## config.mk

```make
export PLATFORM = sky130hd
export DESIGN_NAME = adc_regbank
export DESIGN_NICKNAME = d
export VERILOG_FILES = /design/src/rtl/adc_regbank_pkg.sv /design/src/rtl/adc_res_fifo.sv /design/src/rtl/adc_irq_ctrl.sv /design/src/rtl/adc_regbank.sv
export SDC_FILE = /design/constraint.sdc
export NUM_CORES = 1
export LEC_CHECK = 0
export CAP_MARGIN = 25
export CORE_MARGIN = 4
export CORE_UTILIZATION = 50
export CTS_BUF_LIST = sky130_fd_sc_hd__clkbuf_4
export CTS_CLUSTER_SIZE = 24
export DETAILED_ROUTE_END_ITERATION = 10
export GPL_TIMING_DRIVEN = 0
export PLACE_DENSITY = 0.77
export SYNTH_ARGS = -nofsm -noshare
export SYNTH_HDL_FRONTEND = slang
export SYNTH_HIERARCHICAL = 1
export SYNTH_SLANG_ARGS = --single-unit
```

## constraint.sdc

```tcl
create_clock -name clk -period 2.65 [get_ports clk]
set_clock_uncertainty 0.1 [all_clocks]
set_input_delay 0.265 -clock clk [delete_from_list [all_inputs] [get_ports clk]]
set_output_delay 0.265 -clock clk [all_outputs]
set_load 0.05 [all_outputs]
```

## src/rtl/adc_regbank_pkg.sv

```systemverilog
package adc_regbank_pkg;
  localparam int ADDR_W = 9;
  localparam logic [ADDR_W-1:0] OFS_GIE  = 9'h01C;
  localparam logic [ADDR_W-1:0] OFS_ISR  = 9'h020;
  localparam logic [ADDR_W-1:0] OFS_IER  = 9'h028;
  localparam logic [ADDR_W-1:0] OFS_CTRL = 9'h100;
  localparam logic [ADDR_W-1:0] OFS_FIFO = 9'h104;
  localparam logic [ADDR_W-1:0] OFS_OCC  = 9'h108;

  typedef enum logic [2:0] {
    SEL_NONE, SEL_GIE, SEL_ISR, SEL_IER, SEL_CTRL, SEL_FIFO, SEL_OCC
  } reg_sel_e;

  function automatic reg_sel_e decode_word(input logic [ADDR_W-3:0] word);
    logic [ADDR_W-1:0] a;
    a = {word, 2'b00};
    case (a)
      OFS_GIE:  return SEL_GIE;
      OFS_ISR:  return SEL_ISR;
      OFS_IER:  return SEL_IER;
      OFS_CTRL: return SEL_CTRL;
      OFS_FIFO: return SEL_FIFO;
      OFS_OCC:  return SEL_OCC;
      default:  return SEL_NONE;
    endcase
  endfunction
endpackage

```

## src/rtl/adc_res_fifo.sv

```systemverilog
module adc_res_fifo #(
  parameter int W     = 16,
  parameter int DEPTH = 16,
  localparam int AW   = (DEPTH > 1) ? $clog2(DEPTH) : 1,
  localparam int CW   = $clog2(DEPTH + 1)
) (
  input  logic          clk,
  input  logic          rst_n,
  input  logic          in_valid,
  input  logic [W-1:0]  in_data,
  output logic          in_ready,
  input  logic          pop,
  output logic [W-1:0]  out_data,
  output logic [CW-1:0] count
);
  localparam logic [CW-1:0] FULL_CNT = CW'(DEPTH);
  localparam logic [AW-1:0] LAST_PTR = AW'(DEPTH - 1);

  logic [W-1:0]  mem [DEPTH];
  logic [AW-1:0] wr_ptr, rd_ptr;
  logic          do_push, do_pop;

  assign in_ready = (count != FULL_CNT);
  assign do_push  = in_valid && in_ready;
  assign do_pop   = pop && (count != '0);
  assign out_data = (count != '0) ? mem[rd_ptr] : '0;

  always_ff @(posedge clk) begin
    if (do_push) mem[wr_ptr] <= in_data;
  end

  always_ff @(posedge clk or negedge rst_n) begin
    if (!rst_n) begin
      wr_ptr <= '0;
      rd_ptr <= '0;
      count  <= '0;
    end else begin
      if (do_push) wr_ptr <= (wr_ptr == LAST_PTR) ? '0 : wr_ptr + 1'b1;
      if (do_pop)  rd_ptr <= (rd_ptr == LAST_PTR) ? '0 : rd_ptr + 1'b1;
      case ({do_push, do_pop})
        2'b10:   count <= count + 1'b1;
        2'b01:   count <= count - 1'b1;
        default: count <= count;
      endcase
    end
  end
endmodule

```

## src/rtl/adc_irq_ctrl.sv

```systemverilog
module adc_irq_ctrl (
  input  logic clk,
  input  logic rst_n,
  input  logic gie_wr,
  input  logic gie_wd,
  input  logic ien_wr,
  input  logic ien_wd,
  input  logic isr_toggle,
  input  logic src_level,
  output logic gie,
  output logic isr,
  output logic ien,
  output logic irq
);
  always_ff @(posedge clk or negedge rst_n) begin
    if (!rst_n) begin
      gie <= 1'b0;
      ien <= 1'b0;
      isr <= 1'b0;
      irq <= 1'b0;
    end else begin
      if (gie_wr) gie <= gie_wd;
      if (ien_wr) ien <= ien_wd;
      if (src_level)       isr <= 1'b1;
      else if (isr_toggle) isr <= ~isr;
      irq <= gie & isr & ien;
    end
  end
endmodule

```

## src/rtl/adc_regbank.sv

```systemverilog
module adc_regbank
  import adc_regbank_pkg::*;
#(
  parameter int RES_W   = 16,
  parameter int DEPTH   = 16,
  parameter int FSTM_W  = 4,
  localparam int DATA_W = 32,
  localparam int CW     = $clog2(DEPTH + 1)
) (
  input  logic              clk,
  input  logic              rst_n,
  input  logic [ADDR_W-1:0] bus_addr,
  input  logic              bus_wr,
  input  logic [DATA_W-1:0] bus_wdata,
  input  logic              bus_rd,
  output logic [DATA_W-1:0] bus_rdata,
  input  logic              res_valid,
  input  logic [RES_W-1:0]  res_data,
  output logic              res_ready,
  output logic [FSTM_W-1:0] settle_mult,
  output logic              irq
);
  reg_sel_e          sel;
  logic [CW-1:0]     occ;
  logic [RES_W-1:0]  head;
  logic              gie, isr, ien;
  logic [FSTM_W-1:0] ctrl_q;
  logic              unused_bits;

  assign sel         = decode_word(bus_addr[ADDR_W-1:2]);
  assign unused_bits = ^{bus_addr[1:0], bus_wdata[DATA_W-2:FSTM_W]};

  adc_res_fifo #(.W(RES_W), .DEPTH(DEPTH)) fifo_i (
    .clk      (clk),
    .rst_n    (rst_n),
    .in_valid (res_valid),
    .in_data  (res_data),
    .in_ready (res_ready),
    .pop      (bus_rd && (sel == SEL_FIFO)),
    .out_data (head),
    .count    (occ)
  );

  adc_irq_ctrl irq_i (
    .clk        (clk),
    .rst_n      (rst_n),
    .gie_wr     (bus_wr && (sel == SEL_GIE)),
    .gie_wd     (bus_wdata[DATA_W-1]),
    .ien_wr     (bus_wr && (sel == SEL_IER)),
    .ien_wd     (bus_wdata[0]),
    .isr_toggle (bus_wr && (sel == SEL_ISR) && bus_wdata[0]),
    .src_level  (occ != '0),
    .gie        (gie),
    .isr        (isr),
    .ien        (ien),
    .irq        (irq)
  );

  always_ff @(posedge clk or negedge rst_n) begin
    if (!rst_n)                          ctrl_q <= '0;
    else if (bus_wr && sel == SEL_CTRL) ctrl_q <= bus_wdata[FSTM_W-1:0];
  end
  assign settle_mult = ctrl_q;

  always_comb begin
    bus_rdata = '0;
    if (bus_rd) begin
      case (sel)
        SEL_GIE:  bus_rdata = {gie, {(DATA_W-1){1'b0}}};
        SEL_ISR:  bus_rdata = {{(DATA_W-1){1'b0}}, isr};
        SEL_IER:  bus_rdata = {{(DATA_W-1){1'b0}}, ien};
        SEL_CTRL: bus_rdata = {{(DATA_W-FSTM_W){1'b0}}, ctrl_q};
        SEL_FIFO: bus_rdata = {{(DATA_W-RES_W){1'b0}}, head};
        SEL_OCC:  bus_rdata = {{(DATA_W-CW){1'b0}}, occ};
        default:  bus_rdata = '0;
      endcase
    end
  end
endmodule

```

==> results.ini, run 1 <==
[outcome]
run_status=finished with violations
failing_checks=setup timing

[worst_setup_path]
worst-setup-path-type=register to primary output
worst_setup_path_startpoint=fifo_i/rd_ptr[0]
regToRegSetupSlack_ns=-0.03
setup.worst_path.start_class=register
cp_data_required_time_ns=2.29
crit_path_capture_type=primary output
timing.critical_path.arrival_ns=2.75
regToRegEndpoint=fifo_i/mem[13][12]
worst_r2r_path_cells=11
crit-reg2reg-launch=fifo_i/count[1]
cp_max_fo=10

[synth]
synth-async-reset-ratio_pct=7.58
synthesis.area_um2=11600
synth_area_leader_cell=sky130_fd_sc_hd__edfxtp_1
synth-seq-cells=277
average_size_of_a_mapped_cell_um2=17.6
synth.distinct_cells=58
count_of_mapped_cells_out_of_synthesis=656
synth-seq-area-share_pct=70.9
post-synth-top-area-fraction_pct=66.4
synth_top_cells_by_area=sky130_fd_sc_hd__edfxtp_1 (66%), sky130_fd_sc_hd__mux2i_1 (6.0%), sky130_fd_sc_hd__mux4_1 (5.0%)
ys.flop_type=sky130_fd_sc_hd__edfxtp_1
synthesis.yosys.warnings=6
synth_enable_flop_cells=256

[clock_network]
cts_inserted_buffers=67
worst_skew_pair.late_latency_ns=0.63
root_buffer_master=sky130_fd_sc_hd__clkbuf_4
cts-root-to-sink-buffers=3
clk_pin_slew_ns=0.08
clock_sinks=277
clock_tree.htree_level_count=3
cts_tree=yes

[grt]
grt.overflow.total=0
grt_pass1_vias=6979
antenna_found_initial=1
grt_first_pass_wirelength_mm=39.4
grt_start_max_net_pins=22
grt_util_all_layers_pct=20.2

[drt]
vias=7003
drt-wirelength-per-cell_um=23.7
drt_drc_violations_left=0
postRouteWirelength_mm=28.0
detail_route.iter0.violations=775
route.antenna.remaining_nets=0
avgViaCountPerCell=5.93
drt_pass1_iterations=5

[timing]
setup_repair_after_global_routing_missed_its_margin=true
min_cycle_time_layout_ns=3.11
fin_setup_tns_ns=-5.24
worst_slew_margin_rel_pct=52.1
max_clock_freq_mhz=321
endpoints_failing_hold=0
setup-violations-final=26
finalMaxSlewViolations=0
fraction_of_the_cycle_the_final_worst_path_needs_pct=117
fin_ws_ns=-0.461
hold_ws_ns=0.159
timing_worst_slew_pin_value_ns=0.719

[flow_run]
cap_viol_max_count=0

[floorplan]
design.die.area_um2=25700
die_w_um=160
i_o_pin_total=100
initial_cell_density_of_the_core_pct=51.0
placementRows=55
total_core_area_um2=22700
die_y_um=160

[cells_and_area]
area.growth.synth_to_final_pct=25.1
multi_input_area_um2=3310
fillerInstances=1478
post_route_cells_drive_above_1_share_pct=38.9
area.sequential_um2=8220
layout.nets=915

[hold_path]
hold_class=primary input to register
hold_path_depth=2
hold_path_startpoint=bus_wdata[2]
hold_worst_path_end=settle_mult[2]

[place]
count_of_input_and_output_buffers=55
place.detailed.hpwl_mm=16.1
routabilityCongestion=0.792

[pwr]
power_density_nw_per_um2=764
vdd_drop_max_uv=404
static-leakage-power_nw=4.94

## metal layers
layer	global-route usage, %	part of all wire [%]	wire length [µm]
met5	0	0	0
met4	7.55	3.7	1030
met3	4.52	8.3	2340
met2	35.2	52	14500
met1	24.7	36	10100
## area by class of cell
cell class | instances | share of cell area [%]
flip-flops and latches | 277 | 56.8
inverters | 6 | 0.173
multi-input cells | 339 | 22.9
well taps | 285 | 2.46
repair buffers | 110 | 8.60
plain buffers | 44 | 3.15
clock inverters | 16 | 0.657
clock buffers | 102 | 5.29
diodes | 2 | 0.0346
## what timing repair did
item                                    in CTS  in global routing
pin swaps                                   10                 35
setup buffers                               15                 23
endpoints found under the setup margin      57                 68
hold endpoints to repair                     0                 21
cloned                                       2                  0
gates resized for setup                    173                 96
hold buffers                                 0                  1
## cells by family after synthesis
group	Yosys count	share of synthesized area, %
adders and majority gates	8	0.865
DFF	277	70.9
and+or+nand+nor	105	4.80
xor gates and xnor gates	10	0.757
other	1	0.0324
AOI/OAI and AO/OA	93	5.52
muxes	108	13.7
buffers and inverters	54	3.40
## state kept, by name, summed over array words and instances (netlist names)
name and cells:
fifo_i/rd_ptr 4, irq_i/irq 1, irq_i/isr 1, settle_mult 4
irq_i/ien 1, fifo_i/mem 256, fifo_i/wr_ptr 4, fifo_i/count 5
irq_i/gie 1
## synth_stat cells, types with 2 or more instances
| master | count |
|---|---|
| sky130_fd_sc_hd__edfxtp_1 | 256 |
| sky130_fd_sc_hd__dfrtp_1 | 21 |
| sky130_fd_sc_hd__inv_1 | 6 |
| sky130_fd_sc_hd__ha_1 | 8 |
| sky130_fd_sc_hd__nand3_1 | 6 |
| sky130_fd_sc_hd__mux2_4 | 2 |
| sky130_fd_sc_hd__a21oi_1 | 9 |
| sky130_fd_sc_hd__and2b_2 | 2 |
| sky130_fd_sc_hd__o21ai_0 | 9 |
| sky130_fd_sc_hd__mux4_2 | 9 |
| sky130_fd_sc_hd__a21oi_2 | 2 |
| sky130_fd_sc_hd__mux4_1 | 22 |
| sky130_fd_sc_hd__o21ai_1 | 11 |
| sky130_fd_sc_hd__mux2_2 | 5 |
| sky130_fd_sc_hd__mux2i_1 | 69 |
| sky130_fd_sc_hd__nor2b_1 | 4 |
| sky130_fd_sc_hd__buf_1 | 2 |
| sky130_fd_sc_hd__buf_6 | 5 |
| sky130_fd_sc_hd__nand2b_1 | 4 |
| sky130_fd_sc_hd__o31ai_1 | 2 |
| sky130_fd_sc_hd__and3_1 | 2 |
| sky130_fd_sc_hd__xnor2_1 | 6 |
| sky130_fd_sc_hd__clkbuf_8 | 7 |
| sky130_fd_sc_hd__buf_4 | 16 |
| sky130_fd_sc_hd__nor2_1 | 15 |
| sky130_fd_sc_hd__xor2_1 | 4 |
| sky130_fd_sc_hd__nand2_1 | 35 |
| sky130_fd_sc_hd__or2_2 | 3 |
| sky130_fd_sc_hd__nor3_1 | 8 |
| sky130_fd_sc_hd__clkbuf_1 | 7 |
| sky130_fd_sc_hd__a22oi_1 | 48 |
| sky130_fd_sc_hd__and2_1 | 14 |
| sky130_fd_sc_hd__buf_2 | 9 |
| sky130_fd_sc_hd__nor4_1 | 2 |
| sky130_fd_sc_hd__a21o_1 | 3 |
## power breakdown
group          leakage [nW]  internal (mW)  switching (mW)
clock                 0.512           1.86            1.63
sequential             2.57           5.21           0.165
combinational          1.86          0.930            1.26
## through the flow
step / instances / utilization [%] / setup slack (ns) / area, µm² / power [mW]
6_report: 1181 / 63.8 / -0.461 / 14500 / 11.1
5_1_grt: 1181 / 63.8 / -0.543 / 14500 / 11.5
4_1_cts: 1156 / 61.4 / -0.391 / 13900 / 10.7
3_5_place_dp: 1023 / 56.4 / -0.930 / 12800 / 7.07
3_3_place_gp: 1010 / 55.3 / -1.10 / 12600 / 6.85
2_1_floorplan: 670 / - / 0.0379 / 11600 / 6.44
## layout by cell type (no fill, tap or decap), drive strengths merged, types with 20 or more instances in the layout
cell           instances
buf                  105
mux4                  32
clkbuf               110
dfrtp                 21
edfxtp               256
nand2                 35
clkdlybuf4s50         36
o21ai                 20
a22oi                 48
mux2i                 69
## worst max path at each step
stage                        to  cells past startpoint  slack (ns)
6_report           bus_rdata[4]                      9       -0.46
5_1_grt            bus_rdata[4]                      8       -0.54
4_1_cts            bus_rdata[0]                      8       -0.39
3_5_place_dp    fifo_i/count[4]                     13       -0.93
3_3_place_gp   fifo_i/mem[3][7]                      4       -1.10
2_1_floorplan   fifo_i/count[4]                     12        0.04
## critical path: stages, from the launching register on
cell and delay [ns]:
sky130_fd_sc_hd__dfrtp_2 0.45, sky130_fd_sc_hd__nor2b_1 0.16, sky130_fd_sc_hd__buf_2 0.19, sky130_fd_sc_hd__clkbuf_8 0.19, sky130_fd_sc_hd__a22oi_1 0.19, sky130_fd_sc_hd__nand2_1 0.14
sky130_fd_sc_hd__o21ai_2 0.19, sky130_fd_sc_hd__nand2_1 0.08, sky130_fd_sc_hd__a21oi_1 0.25, sky130_fd_sc_hd__buf_4 0.25
Power figures use the tool's default switching activity.
==> inputs of run 2 (changes only) <==
- ABC_AREA: unset -> 0
- CTS_CLUSTER_DIAMETER: unset -> 200
==> run 2 against run 1 <==
  * The run still ends with setup timing left
  * Sequential share of layout area grew 3.9 points
  * Cell count decreased by 9.3%
  * Wire length down 9.4%
  * Total power down 20%
  * Sequential power barely moved
  * Die area is the same
  * Setup slack worse by 0.032 ns
  * Non-clock buffer count down 11
  * First-iteration DRC count shrank 18%
==> results.ini, run 2 (synthesis gave the netlist of run 1 again) <==
[outcome]
run_status=finished with violations  ; unchanged
failing_checks=setup timing  ; unchanged

[clock_network]
worst_skew_pair.late_latency_ns=0.67  ; was 0.63 ns
cts_inserted_buffers=15  ; was 67
clk_pin_slew_ns=0.24  ; was 0.08 ns
cts_tree=yes  ; unchanged
clock_sinks=277  ; unchanged
cts-root-to-sink-buffers=3  ; unchanged
clock_tree.htree_level_count=1  ; was 3
root_buffer_master=sky130_fd_sc_hd__clkbuf_4  ; unchanged

[grt]
grt_pass1_vias=6628  ; was 6979
grt_first_pass_wirelength_mm=38.6  ; was 39.4 mm
grt_util_all_layers_pct=19.6  ; was 20.2%
antenna_found_initial=1  ; unchanged
grt_start_max_net_pins=26  ; was 22
grt.overflow.total=0  ; unchanged

[place]
dpl_worst_slack_ns=-0.930  ; unchanged
routabilityCongestion=0.792  ; unchanged
placement.cell_area_um2=12800  ; unchanged
dp.cells=1023  ; unchanged
place.detailed.hpwl_mm=16.1  ; unchanged
count_of_input_and_output_buffers=55  ; unchanged

[cells_and_area]
post_route_cells_drive_above_1_share_pct=30.1  ; was 38.9%
design_area_um2=13600  ; was 14500 µm²
area.growth.synth_to_final_pct=17.1  ; was 25.1%
layout.nets=852  ; was 915
layout_common_cells=sky130_fd_sc_hd__edfxtp_1 (256), sky130_fd_sc_hd__mux2i_1 (69), sky130_fd_sc_hd__buf_4 (42)  ; was sky130_fd_sc_hd__edfxtp_1 (256), sky130_fd_sc_hd__clkbuf_4 (103), sky130_fd_sc_hd__mux2i_1 (69)
largest_register_ff_count=256  ; unchanged
largest_registers=fifo_i/mem (256), fifo_i/count (5)  ; unchanged
finish.cell_count_without_fillers=1071  ; was 1181
final_common_cell=sky130_fd_sc_hd__edfxtp_1  ; unchanged
regMostFlops=fifo_i/mem  ; unchanged

[drt]
avgViaCountPerCell=5.93  ; about the same
drt_pass1_iterations=5  ; unchanged
drt_drc_violations_left=0  ; unchanged
route.antenna.remaining_nets=0  ; unchanged
postRouteWirelength_mm=25.4  ; was 28.0 mm
drt-wirelength-per-cell_um=23.7  ; about the same
wl_met2_mm=13.4  ; was 14.5 mm
route.met3.wl_mm=1.93  ; was 2.34 mm
detail_route.iter0.violations=635  ; was 775
vias=6348  ; was 7003
top_layer_used=met4  ; unchanged
routedLengthMet1_mm=9.55  ; was 10.1 mm

[timing]
endpoints_failing_hold=0  ; unchanged
worst_slew_margin_rel_pct=52.5  ; was 52.1%
fraction_of_the_cycle_the_final_worst_path_needs_pct=119  ; was 117%
setup_repair_after_global_routing_missed_its_margin=true  ; unchanged
min_cycle_time_layout_ns=3.14  ; was 3.11 ns
setup-violations-final=16  ; was 26
max_clock_freq_mhz=318  ; was 321 MHz
fin_setup_tns_ns=-5.81  ; was -5.24 ns
finalMaxSlewViolations=0  ; unchanged
timing_worst_slew_pin_value_ns=0.712  ; was 0.719 ns
fin_ws_ns=-0.493  ; was -0.461 ns

[floorplan]
die_y_um=160  ; unchanged
die_w_um=160  ; unchanged
total_core_area_um2=22700  ; unchanged
initial_cell_density_of_the_core_pct=51.0  ; unchanged
placementRows=55  ; unchanged
design.die.area_um2=25700  ; unchanged
i_o_pin_total=100  ; unchanged

[worst_setup_path]
timing.critical_path.arrival_ns=2.78  ; was 2.75 ns
cp_max_fo=8  ; was 10
crit_path_capture_type=primary output  ; unchanged
worst-setup-path-type=register to primary output  ; unchanged
regToRegSetupSlack_ns=0.11  ; was -0.03 ns
setup.worst_path.start_class=register  ; unchanged
cp_data_required_time_ns=2.29  ; about the same

[flow_run]
cap_viol_max_count=0  ; unchanged

[pwr]
vdd_drop_max_uv=319  ; was 404 µV
power_density_nw_per_um2=655  ; was 764 nW/µm²
totalPowerFinal_mw=8.88  ; was 11.1 mW
static-leakage-power_nw=4.45  ; was 4.94 nW

[hold_path]
hold_class=primary input to register  ; unchanged

## run 2: changes by cell type in the layout (fill, tap and decap cells not counted), sizes merged
| cell | before | now |
|---|---|---|
| bufbuf | 0 | 1 |
| inv | 8 | 7 |
| bufinv | 1 | 0 |
| clkinv | 11 | 1 |
| buf | 105 | 90 |
| diode | 2 | 1 |
| clkbuf | 110 | 29 |
| clkinvlp | 2 | 0 |
## run 2: per-stage QoR
stage          hold WS, ns  util, %
2_1_floorplan       -0.131        -
3_3_place_gp         0.419     55.3
3_5_place_dp         0.420     56.4
4_1_cts             0.0119     59.1
5_1_grt             0.0629     59.7
6_report            0.0825     59.7
## run 2: worst max-delay path: stages, from the launching register on
cell and delay (ns):
sky130_fd_sc_hd__dfrtp_2 0.47, sky130_fd_sc_hd__buf_12 0.15, sky130_fd_sc_hd__buf_12 0.13, sky130_fd_sc_hd__mux4_2 0.51, sky130_fd_sc_hd__a22oi_2 0.16, sky130_fd_sc_hd__o21ai_2 0.10
sky130_fd_sc_hd__o2bb2ai_2 0.13, sky130_fd_sc_hd__a32o_2 0.29, sky130_fd_sc_hd__buf_8 0.15
## run 2: timing repair
item | CTS | global route
setup buffers | 23 | 5
endpoints found under the hold margin | 0 | 21
setup endpoints to repair | 56 | 52
pin swaps | 15 | 7
gates cloned | 3 | 0
gates resized for setup | 208 | 21
hold buffers | 0 | 1
## run 2: metal layers
layer	vias to the layer above	track usage, %
li1	2795	-
met5	-	0
met1	3220	25.2
met3	53	2.89
met4	0	5.12
met2	280	35.0
## run 2: worst paths after layout
| check | from | endpoint | cells past startpoint |
|---|---|---|---|
| setup / recovery | fifo_i/rd_ptr[0] | bus_rdata[0] | 8 |
| hold / removal | bus_wdata[31] | irq_i/gie | 2 |
| setup reg to reg | fifo_i/count[2] | fifo_i/count[2] | 12 |
| hold reg to reg | settle_mult[2] | settle_mult[2] | 1 |
| max in group asynchronous | rst_n | fifo_i/count[2] | 3 |
| min in group asynchronous | rst_n | settle_mult[3] | 2 |
## run 2: cell type report
cell class | count | area [µm²]
inverter | 6 | 22.5
sequential | 277 | 8220
timing repair buffer | 101 | 1150
clock buffer | 18 | 135
antenna | 1 | 2.50
fill | 1606 | 9150
multi-input combinational | 339 | 3220
tap | 285 | 357
buffer | 42 | 427
clock inverter | 2 | 20.0
## run 2: power breakdown
group          switching (mW)  internal (mW)
sequential              0.148           5.20
clock                    1.16          0.327
combinational            1.17          0.867
total                    2.48           6.40
